**src/rtl/spim_pkg.sv**
```systemverilog
package spim_pkg;

    localparam int FRAME_MAX = 16;
    localparam int EDGE_W    = $clog2(2 * FRAME_MAX + 1);

    typedef enum logic [3:0] {
        REG_DATA  = 4'd0,
        REG_STAT  = 4'd1,
        REG_FRAME = 4'd2,
        REG_PORT  = 4'd3,
        REG_PRE   = 4'd4,
        REG_IMASK = 4'd5,
        REG_IRAW  = 4'd6,
        REG_IMSK  = 4'd7,
        REG_ICLR  = 4'd8
    } reg_idx_e;

    typedef struct packed {
        logic                 active;
        logic [EDGE_W-1:0]    edges;
        logic [FRAME_MAX-1:0] tx_sh;
        logic [FRAME_MAX-1:0] rx_sh;
        logic                 sclk;
        logic                 mosi;
        logic [6:0]           pre_cnt;
        logic [7:0]           div_cnt;
    } shift_st_t;

endpackage

```
**src/rtl/spim_fifo.sv**
```systemverilog
module spim_fifo #(
    parameter int W     = 16,
    parameter int DEPTH = 8
) (
    input  logic           clk,
    input  logic           rst_n,
    input  logic           push,
    input  logic [W-1:0]   wdata,
    input  logic           pop,
    output logic [W-1:0]   rdata,
    output logic [$clog2(DEPTH):0] level,
    output logic           full,
    output logic           empty
);
    localparam int AW = $clog2(DEPTH);
    localparam logic [AW:0] DEPTH_V = (AW+1)'(DEPTH);

    typedef struct packed {
        logic [AW:0] wp;
        logic [AW:0] rp;
    } ptr_t;

    ptr_t           p_d, p_q;
    logic [W-1:0]   mem [DEPTH];
    logic           do_push, do_pop;

    assign level   = p_q.wp - p_q.rp;
    assign full    = (level == DEPTH_V);
    assign empty   = (level == '0);
    assign do_push = push && !full;
    assign do_pop  = pop && !empty;
    assign rdata   = empty ? '0 : mem[p_q.rp[AW-1:0]];

    always_comb begin
        p_d = p_q;
        if (do_push) p_d.wp = p_q.wp + 1'b1;
        if (do_pop)  p_d.rp = p_q.rp + 1'b1;
    end

    always_ff @(posedge clk or negedge rst_n) begin
        if (!rst_n) p_q <= '0;
        else        p_q <= p_d;
    end

    always_ff @(posedge clk) begin
        if (do_push) mem[p_q.wp[AW-1:0]] <= wdata;
    end
endmodule

```
**src/rtl/spim_shifter.sv**
```systemverilog
module spim_shifter
    import spim_pkg::*;
(
    input  logic                 clk,
    input  logic                 rst_n,
    input  logic                 run,
    input  logic                 cpol,
    input  logic                 cpha,
    input  logic                 lb,
    input  logic [3:0]           dss,
    input  logic [6:0]           pre_max,
    input  logic [7:0]           scr,
    input  logic                 miso,
    input  logic                 tx_avail,
    input  logic [FRAME_MAX-1:0] tx_word,
    output logic                 tx_take,
    output logic                 rx_done,
    output logic [FRAME_MAX-1:0] rx_word,
    output logic                 half_tick,
    output logic                 active,
    output logic                 sclk,
    output logic                 mosi
);
    shift_st_t            s_d, s_q;
    logic [EDGE_W-1:0]    last_edge;
    logic [EDGE_W-1:0]    nxt_edges;
    logic [FRAME_MAX-1:0] shifted;
    logic                 leading;
    logic                 sample_in;

    assign last_edge = EDGE_W'({dss, 1'b0}) + EDGE_W'(2);
    assign half_tick = run && (s_q.pre_cnt == pre_max) && (s_q.div_cnt == scr);
    assign sample_in = lb ? s_q.mosi : miso;
    assign nxt_edges = s_q.edges + 1'b1;
    assign shifted   = s_q.tx_sh << 1;
    assign leading   = ~s_q.edges[0];

    always_comb begin
        s_d     = s_q;
        tx_take = 1'b0;
        rx_done = 1'b0;
        if (!run) begin
            s_d.active  = 1'b0;
            s_d.edges   = '0;
            s_d.sclk    = cpol;
            s_d.pre_cnt = '0;
            s_d.div_cnt = '0;
        end else begin
            if (half_tick) begin
                s_d.pre_cnt = '0;
                s_d.div_cnt = '0;
            end else if (s_q.pre_cnt == pre_max) begin
                s_d.pre_cnt = '0;
                s_d.div_cnt = s_q.div_cnt + 1'b1;
            end else begin
                s_d.pre_cnt = s_q.pre_cnt + 1'b1;
            end

            if (!s_q.active) begin
                s_d.sclk = cpol;
                if (tx_avail) begin
                    tx_take     = 1'b1;
                    s_d.active  = 1'b1;
                    s_d.edges   = '0;
                    s_d.tx_sh   = tx_word;
                    s_d.rx_sh   = '0;
                    s_d.pre_cnt = '0;
                    s_d.div_cnt = '0;
                    if (!cpha) s_d.mosi = tx_word[dss];
                end
            end else if (half_tick) begin
                s_d.sclk  = ~s_q.sclk;
                s_d.edges = nxt_edges;
                if (leading ^ cpha) begin
                    s_d.rx_sh = {s_q.rx_sh[FRAME_MAX-2:0], sample_in};
                end else if (cpha) begin
                    s_d.mosi  = s_q.tx_sh[dss];
                    s_d.tx_sh = shifted;
                end else if (nxt_edges != last_edge) begin
                    s_d.mosi  = shifted[dss];
                    s_d.tx_sh = shifted;
                end
                if (nxt_edges == last_edge) begin
                    s_d.active = 1'b0;
                    rx_done    = 1'b1;
                end
            end
        end
    end

    always_ff @(posedge clk or negedge rst_n) begin
        if (!rst_n) s_q <= '0;
        else        s_q <= s_d;
    end

    assign rx_word = s_d.rx_sh;
    assign active  = s_q.active;
    assign sclk    = s_q.sclk;
    assign mosi    = s_q.mosi;
endmodule

```
**src/rtl/spi_fifo_master.sv**
```systemverilog
module spi_fifo_master
    import spim_pkg::*;
#(
    parameter int FIFO_DEPTH  = 8,
    parameter int TMO_PERIODS = 32
) (
    input  logic        clk,
    input  logic        rst_n,
    input  logic        bus_wr,
    input  logic        bus_rd,
    input  logic [3:0]  bus_addr,
    input  logic [31:0] bus_wdata,
    output logic [31:0] bus_rdata,
    output logic        sclk,
    output logic        mosi,
    input  logic        miso,
    output logic        irq
);
    localparam int LW = $clog2(FIFO_DEPTH) + 1;
    localparam logic [LW-1:0] HALF = LW'(FIFO_DEPTH / 2);
    localparam int TW = $clog2(2 * TMO_PERIODS + 1);
    localparam logic [TW-1:0] TMO_LIM = TW'(2 * TMO_PERIODS);

    typedef struct packed {
        logic [15:0]   frame;
        logic [3:0]    port;
        logic [7:0]    pre;
        logic [3:0]    imask;
        logic          ror;
        logic          rt;
        logic [TW-1:0] tmo_cnt;
    } regs_t;

    regs_t r_d, r_q;

    logic                 cpha, cpol, lb, run;
    logic [3:0]           dss;
    logic [6:0]           pre_max, pre_half;
    logic                 tx_push, tx_pop, tx_full, tx_empty;
    logic                 rx_push, rx_pop, rx_full, rx_empty;
    logic [LW-1:0]        tx_level, rx_level;
    logic [FRAME_MAX-1:0] tx_head, rx_head, rx_word;
    logic                 rx_done, half_tick, sh_active, busy;
    logic [3:0]           raw, masked;
    logic [4:0]           status;
    logic                 wr_data, wr_clr;

    assign cpha     = r_q.frame[7];
    assign cpol     = r_q.frame[6];
    assign dss      = (r_q.frame[3:0] < 4'd3) ? 4'd3 : r_q.frame[3:0];
    assign lb       = r_q.port[0];
    assign run      = r_q.port[1] && !r_q.port[2] && (r_q.frame[5:4] == 2'b00);
    assign pre_half = (r_q.pre[7:1] == 7'd0) ? 7'd1 : r_q.pre[7:1];
    assign pre_max  = pre_half - 7'd1;

    assign wr_data  = bus_wr && (bus_addr == REG_DATA);
    assign wr_clr   = bus_wr && (bus_addr == REG_ICLR);
    assign tx_push  = wr_data;
    assign rx_pop   = bus_rd && (bus_addr == REG_DATA);
    assign rx_push  = rx_done && !rx_full;

    spim_fifo #(.W(FRAME_MAX), .DEPTH(FIFO_DEPTH)) u_txq (
        .clk(clk), .rst_n(rst_n), .push(tx_push), .wdata(bus_wdata[FRAME_MAX-1:0]),
        .pop(tx_pop), .rdata(tx_head), .level(tx_level), .full(tx_full), .empty(tx_empty)
    );

    spim_fifo #(.W(FRAME_MAX), .DEPTH(FIFO_DEPTH)) u_rxq (
        .clk(clk), .rst_n(rst_n), .push(rx_push), .wdata(rx_word),
        .pop(rx_pop), .rdata(rx_head), .level(rx_level), .full(rx_full), .empty(rx_empty)
    );

    spim_shifter u_shift (
        .clk(clk), .rst_n(rst_n), .run(run), .cpol(cpol), .cpha(cpha), .lb(lb),
        .dss(dss), .pre_max(pre_max), .scr(r_q.frame[15:8]), .miso(miso),
        .tx_avail(!tx_empty), .tx_word(tx_head), .tx_take(tx_pop), .rx_done(rx_done),
        .rx_word(rx_word), .half_tick(half_tick), .active(sh_active),
        .sclk(sclk), .mosi(mosi)
    );

    assign busy   = sh_active || !tx_empty;
    assign status = {busy, rx_full, !rx_empty, !tx_full, tx_empty};
    assign raw    = {(tx_level <= HALF), (rx_level >= HALF), r_q.rt, r_q.ror};
    assign masked = raw & r_q.imask;
    assign irq    = |masked;

    always_comb begin
        r_d = r_q;
        if (bus_wr) begin
            case (bus_addr)
                REG_FRAME: r_d.frame = bus_wdata[15:0];
                REG_PORT:  r_d.port  = bus_wdata[3:0];
                REG_PRE:   r_d.pre   = {bus_wdata[7:1], 1'b0};
                REG_IMASK: r_d.imask = bus_wdata[3:0];
                default: ;
            endcase
        end
        if (wr_clr && bus_wdata[0]) r_d.ror = 1'b0;
        if (wr_clr && bus_wdata[1]) r_d.rt  = 1'b0;
        if (rx_done && rx_full)     r_d.ror = 1'b1;

        if (rx_empty || rx_pop) begin
            r_d.tmo_cnt = '0;
        end else if (half_tick && (r_q.tmo_cnt != TMO_LIM)) begin
            r_d.tmo_cnt = r_q.tmo_cnt + 1'b1;
            if (r_d.tmo_cnt == TMO_LIM) r_d.rt = 1'b1;
        end
    end

    always_ff @(posedge clk or negedge rst_n) begin
        if (!rst_n) r_q <= '0;
        else        r_q <= r_d;
    end

    always_comb begin
        bus_rdata = '0;
        case (bus_addr)
            REG_DATA:  bus_rdata = {16'd0, rx_head};
            REG_STAT:  bus_rdata = {27'd0, status};
            REG_FRAME: bus_rdata = {16'd0, r_q.frame};
            REG_PORT:  bus_rdata = {28'd0, r_q.port};
            REG_PRE:   bus_rdata = {24'd0, r_q.pre};
            REG_IMASK: bus_rdata = {28'd0, r_q.imask};
            REG_IRAW:  bus_rdata = {28'd0, raw};
            REG_IMSK:  bus_rdata = {28'd0, masked};
            default:   bus_rdata = '0;
        endcase
    end
endmodule

```
**config.mk**
```make
export PLATFORM = sky130hd
export DESIGN_NAME = spi_fifo_master
export DESIGN_NICKNAME = d
export VERILOG_FILES = /design/src/rtl/spim_pkg.sv /design/src/rtl/spim_fifo.sv /design/src/rtl/spim_shifter.sv /design/src/rtl/spi_fifo_master.sv
export SDC_FILE = /design/constraint.sdc
export NUM_CORES = 1
export LEC_CHECK = 0
export CAP_MARGIN = 15
export CORE_ASPECT_RATIO = 1.2
export CORE_MARGIN = 4
export CORE_UTILIZATION = 57
export CTS_CLUSTER_DIAMETER = 50
export DETAILED_ROUTE_END_ITERATION = 10
export DONT_BUFFER_PORTS = 1
export GPL_ROUTABILITY_DRIVEN = 0
export PLACE_DENSITY_LB_ADDON = 0.08
export SLEW_MARGIN = 20
export SYNTH_ARGS = -nofsm -noshare
export SYNTH_HDL_FRONTEND = slang
export SYNTH_SLANG_ARGS = --single-unit
```
**constraint.sdc**
```tcl
create_clock -name clk -period 4.4 [get_ports clk]
set_clock_uncertainty 0.05 [all_clocks]
set_input_delay 0.22 -clock clk [delete_from_list [all_inputs] [get_ports clk]]
set_output_delay 0.22 -clock clk [all_outputs]
set_load 0.005 [all_outputs]
```
Word-level counts from Yosys, hierarchy flattened

Memory sizes are Yosys's and may differ from the RTL's.
Cells that the tools add are included.

Memories: 2
Memory bits (writable): 256
Bits in registers: 112
Output and inout bits: 35

Memories:

| memory    | words | width | rd ports | clocked after Yosys merged registers in | wr ports | RTL line        | text |
|---|---|---|---|---|---|---|---|
| u_rxq.mem | 8     | 16    | 1        | 0                                       | 1        | spim_fifo.sv:24 | `logic [W-1:0] mem [DEPTH];` |
| u_txq.mem | 8     | 16    | 1        | 0                                       | 1        | spim_fifo.sv:24 |  |

Reduce and logical (&&, ||, !) cells: 38
Mux-type cells: 51
$lt $le $gt $ge: 4
Bitwise gates (word level): 4
Add/sub/neg operators: 12
Equality and inequality tests: 23

Operator list:

| cell                | number |
|---|---|
| $mux 16             | 8 |
| $pmux 16 s8         | 1 |
| $mux 41             | 2 |
| $mux 15             | 3 |
| $mux 39             | 1 |
| $mux 7              | 4 |
| $mux 1              | 26 |
| $add 4x1->4 const B | 4 |
| $eq 4x3->1 const B  | 4 |
| $logic_and 1x1->1   | 16 |
| $mux 8              | 2 |
| $add 7x1->7 const B | 2 |
| $bmux 1 s4          | 3 |
| $eq 4x4->1 const B  | 3 |
| $logic_not 4->1     | 3 |
| $reduce_and 2->1    | 5 |
| $ne 3x3->1 const B  | 3 |
| $add 8x1->8 const B | 1 |
| $eq 4x2->1 const B  | 2 |
| $eq 8x8->1          | 1 |
| $sub 4x4->4         | 2 |
| $eq 7x7->1          | 1 |
| $eq 7x7->1 const B  | 1 |
| $logic_not 7->1     | 1 |
| 24 further kinds    | 33 |

Longest topological paths before layout

Word-level depth: 13
Mapped depth: 13
Depth with buffers taken out: 11

Cells and area by module

Synthesis repeated with hierarchy kept, for this count alone.

Cells, all modules: 1125
Area, all modules: 16884.9 µm²

By module, submodules not included:

| module            | seq. area each (µm²) | area each (µm²) | cells an instance | instances |
|---|---|---|---|---|
| spim_fifo (u_txq) | 4043.9               | 5464.0          | 285               | 1 |
| spim_fifo (u_rxq) | 4043.9               | 5431.5          | 285               | 1 |
| spim_shifter      | 1401.3               | 3462.1          | 315               | 1 |
| spi_fifo_master   | 1001.0               | 2527.4          | 240               | 1 |

Least setup slack after synthesis

Ideal clock, no wire load.

Path type: register to register
Start point: register u_txq.p_q[1] (netlist bit)
End point: memory u_txq.mem[2][0] (enable)
Slack: 0.112 ns
Required time: 3.937 ns
Setup time: 0.413 ns
Path buffers: 2
Cell stages (with the launch flop): 12
Data arrival time: 3.825 ns
Path through: dfrtp_1 -> clkbuf_1 -> clkbuf_1 -> inv_1 -> ha_1 -> nand2b_1 -> a21oi_1 -> xnor2_1 -> nand2b_1 -> nand3_1 -> or2_2 -> nor3b_1

Cells in the longest elaborated chain, start to end: 6

Ends and longest elaborated chain:

| what                         | RTL line        | text |
|---|---|---|
| from (decl)                  | spim_fifo.sv:23 | `ptr_t p_d, p_q;` |
| from (signal assigned)       | spim_fifo.sv:42 | `else p_q <= p_d;` |
| $sub 4x4->4                  | spim_fifo.sv:27 | `assign level = p_q.wp - p_q.rp;` |
| $eq 4x4->1                   | spim_fifo.sv:28 | `assign full = (level == DEPTH_V);` |
| $logic_not 1->1              | spim_fifo.sv:30 | `assign do_push = push && !full;` |
| $logic_and 1x1->1            | spim_fifo.sv:30 |  |
| $mux 1                       | spim_fifo.sv:46 | `if (do_push) mem[p_q.wp[AW-1:0]] <= wdata;` |
| $mux 1 (not written as such) | spim_fifo.sv:46 |  |
| to (decl)                    | spim_fifo.sv:24 |  |

No other way between the ends.

Worst setup path after layout

Start point: register r_q[18] (netlist bit)
End point: memory u_rxq.mem[4][13] (enable)

Cells in the longest elaborated chain, start to end: 13

Ends and longest elaborated chain:

| what                             | RTL line               | text |
|---|---|---|
| from (decl)                      | spi_fifo_master.sv:34  | `regs_t r_d, r_q;` |
| from (signal assigned)           | spi_fifo_master.sv:111 | `else r_q <= r_d;` |
| $logic_not 7->1                  | spi_fifo_master.sv:53  | `assign pre_half = (r_q.pre[7:1] == 7'd0) ? 7'd1 : r_q.pre[7:1];` |
| $mux 7 *                         | spi_fifo_master.sv:53  |  |
| $sub 7x1->7 *                    | spi_fifo_master.sv:54  | `assign pre_max = pre_half - 7'd1;` |
| $eq 7x7->1 *                     | spim_shifter.sv:32     | `assign half_tick = run && (s_q.pre_cnt == pre_max) && (s_q.div_cnt == scr);` |
| $logic_and 1x1->1 * (2 in a row) | spim_shifter.sv:32     |  |
| $mux 1 *                         | spim_shifter.sv:71     | `end else if (half_tick) begin` |
| $mux 1 *                         | spim_shifter.sv:59     | `if (!s_q.active) begin` |
| $mux 1 *                         | spim_shifter.sv:42     | `if (!run) begin` |
| $logic_and 1x1->1 *              | spi_fifo_master.sv:60  | `assign rx_push = rx_done && !rx_full;` |
| $logic_and 1x1->1 *              | spim_fifo.sv:30        |  |
| $mux 1 *                         | spim_fifo.sv:46        |  |
| $mux 1 (not written as such) *   | spim_fifo.sv:46        |  |
| to (decl)                        | spim_fifo.sv:24        |  |

Every way passes the cells marked *; elsewhere a longest branch is shown, timed or not.

==> flow_summary.json <==
{
  "cts_root_buffer": "clkbuf_16",
  "synth-main-ff-cell": "edfxtp_1",
  "dieHeight_um": 194,
  "io_buffers": 0,
  "max_freq_ghz": 0.260,
  "ys_types": 70,
  "ir_drop_mv": 0.368,
  "r2r_cells": 11,
  "row_count": 67,
  "max_slew_margin_pct": 35.0,
  "antenna_found_initial": 1,
  "cts_made_buffers": 40,
  "clock_latency_ns": 0.53,
  "drive_gt1_share_pct": 20.5,
  "pre_cts_ws_ns": 0.555,
  "cp-end-kind": "flop",
  "final_cells": 1564,
  "slew_viol_final": 0,
  "finalPower_w": 0.00988,
  "path_clk_slew_ns": 0.06,
  "grt_max_degree": 113,
  "max_stage_delay_ns": 0.60,
  "ios": 76,
  "synth_warnings": 0,
  "fin_nets": 1212,
  "worst_pin_slew_ns": 0.966,
  "num_vias": 9397,
  "syn_area_per_cell_um2": 15.0,
  "setup_viol": 0,
  "die_x_um": 163,
  "synth_seq_cells": 368,
  "first_pass_iters": 6,
  "syn_to_final_growth_pct": 13.3,
  "grt-ovfl-total": 0,
  "drt_wl_total_um": 36400,
  "first_iter_violations": 884,
  "yosysSeqAreaShare_pct": 63.9,
  "synthesis.area_um2": 16400,
  "worst_path_most_repeated_cell": "nor3_1",
  "drc": 0,
  "start_kind": "flop",
  "syn_inst": 1096,
  "crit_type": "reg2reg",
  "hold_buffers": 26,
  "grt_pass1_wl_um": 56700,
  "maxCapViolations": 0,
  "holdPathStages": 3,
  "clk_path_buf_depth": 3,
  "synth_edf_count": 256,
  "fin_crit_ns": 3.85,
  "clock_sinks": 368,
  "postCtsSetupRepairBufs": 0,
  "cts_tree": "built",
  "htree_levels": 2,
  "period_share_pct": 87.6,
  "hold_viol_final": 0,
  "routedWlPerCell_um": 23.3,
  "ant_nets": 0,
  "cts_resized": 0,
  "dpl.cell_count": 1465,
  "p_leak_nw": 6.72,
  "critical_path_arrival_ns": 4.01,
  "crit_path_top_delay_cell": "nor3_1",
  "hold_path.class": "in2reg",
  "track_usage_pct": 23.3,
  "core_area_um2": 28200,
  "crit_chain": "nor3_1 > a21oi_1 > ha_1 > xor3_1 > a211oi_1 > nand3_1 > or2_1 > nor3_1 > nand4_1 > nor3_2 > buf_4",
  "worstPathMaxFanout": 16,
  "status": "finished clean",
  "power_density_nw_per_um2": 532,
  "viasPerCell": 6.01,
  "cp.required_ns": 4.56,
  "worst_slack_ns": 0.547,
  "grt_pass1_vias": 9534,
  "hpwl_um": 23800,
  "rsz0062_at_grt": "false",
  "diodes": 0,
  "async_reset_ff_share_pct": 30.4,
  "initial_core_util_pct": 58.3,
  "die_area_um2": 31600,
  "tns_ns": 0
}
-- layout make-up --
| cell class | count | area, um2 |
|---|---|---|
| clock buffer | 45 | 1030 |
| clock inverter | 28 | 312 |
| fill | 2072 | 9580 |
| inverter | 36 | 135 |
| multi-input combinational | 642 | 5570 |
| sequential | 368 | 10500 |
| tap | 379 | 474 |
| timing repair buffer | 66 | 578 |
-- power breakdown --
| part | leakage [nW] | internal, W | total (W) | switching [W] |
|---|---|---|---|---|
| combinational | 2.37 | 0.00107 | 0.00240 | 0.00134 |
| clock | 0.653 | 0.00197 | 0.00336 | 0.00139 |
| sequential | 3.71 | 0.00389 | 0.00412 | 0.000236 |
-- worst max-delay path, delay by kind of cell, from the launching register on --
| family | cells | cell delay (ns) |
|---|---|---|
| xor gates and xnor gates | 1 | 0.19 |
| and+or+nand+nor | 6 | 1.91 |
| adders and majority gates | 1 | 0.22 |
| AOI/OAI and AO/OA | 2 | 0.33 |
| buffers and inverters | 1 | 0.32 |
| DFF | 1 | 0.50 |
-- flip-flops by register name (all words and copies together), names as in the netlist --
signal and cells:
r_q 37, u_shift.active 1, u_shift.sclk 1, u_rxq.mem 128, u_txq.p_q 8, cpol 1
lb 1, u_rxq.p_q 8, u_txq.mem 128, u_shift.mosi 1, u_shift.s_q 53, cpha 1
-- stage by stage --
step	area [um2]	util (%)	hold slack, ns
finish	18600	66.0	0.0277
detailed placement	17000	60.3	-0.108
floorplan	16500	-	-0.126
global placement	17000	60.3	-0.109
global route	18600	66.0	0.0908
CTS	18600	66.0	0.0253
-- metal layers --
layer | wire length (um) | track usage (%) | vias to the layer above | share of wire, %
met2 | 19000 | 40.5 | 236 | 52
met3 | 1760 | 3.93 | 57 | 4.8
met4 | 720 | 5.13 | 2 | 2.0
li1 | - | - | 4320 | -
met5 | 13 | 0 | - | 0.036
met1 | 14900 | 31.2 | 4782 | 41
-- Yosys cell counts (all sizes together), types with 11 or more instances --
cell type | instances | area [um2]
edfxtp | 256 | 7690
dfrtp | 112 | 2800
nand2 | 67 | 254
mux4 | 61 | 1370
mux2 | 50 | 586
mux2i | 49 | 490
xnor2 | 45 | 394
nor2 | 43 | 161
o21ai | 37 | 185
inv | 35 | 131
clkbuf | 34 | 128
buf | 31 | 191
nor3 | 30 | 155
nand3 | 29 | 145
a21oi | 23 | 115
a22o | 20 | 175
ha | 17 | 213
nand4 | 14 | 87.6
nor4 | 12 | 96.3
o2bb2ai | 11 | 96.3
xor2 | 11 | 96.3
-- cell usage in the layout (no fill, tap or decap), drive strengths merged, types with 4 or more instances in the layout --
cell | netlist | final
a211oi | 5 | 5
nand4 | 14 | 14
a21o | 4 | 4
dlygate4sd3 | 0 | 25
mux4 | 61 | 61
or2 | 4 | 4
ha | 17 | 17
clkinvlp | 0 | 4
o2bb2ai | 11 | 11
nand2b | 7 | 7
clkbuf | 34 | 45
xnor2 | 45 | 45
a22o | 20 | 20
a21oi | 23 | 23
o21ai | 37 | 37
mux2i | 49 | 49
a31oi | 5 | 5
nand3 | 29 | 29
nand2 | 67 | 67
nor4b | 5 | 5
buf | 31 | 41
nor3 | 30 | 30
xor2 | 11 | 11
inv | 35 | 44
o22ai | 5 | 5
nor2b | 10 | 10
nor2 | 43 | 43
mux2 | 50 | 50
clkinv | 1 | 12
a22oi | 10 | 10
conb | 1 | 16
a221oi | 5 | 5
and3 | 10 | 10
nor4 | 12 | 12
bufinv | 0 | 4
edfxtp | 256 | 256
dfrtp | 112 | 112
-- final timing paths --
check,startpoint,end,slack [ns]
max,r_q[18],u_rxq.mem[4][13],0.55
min,bus_rd,r_q[2],0.03
max reg2reg,r_q[18],u_rxq.mem[4][13],0.55
min reg2reg,u_txq.p_q[7],u_txq.p_q[7],0.44
max in group asynchronous,rst_n,u_rxq.p_q[0],3.49
min in group asynchronous,rst_n,r_q[36],0.28
-- logic make-up after synthesis --
| kind of cell | after synthesis | synth area share [%] |
|---|---|---|
| compound gates | 145 | 6.11 |
| xor+xnor | 58 | 3.27 |
| fa+ha+maj | 17 | 1.30 |
| buf+inv | 101 | 2.77 |
| flops | 368 | 63.9 |
| mux | 160 | 14.9 |
| other cells | 1 | 0.0229 |
| simple gates | 246 | 7.68 |
Note: power is estimated with default switching activity, not from simulation.
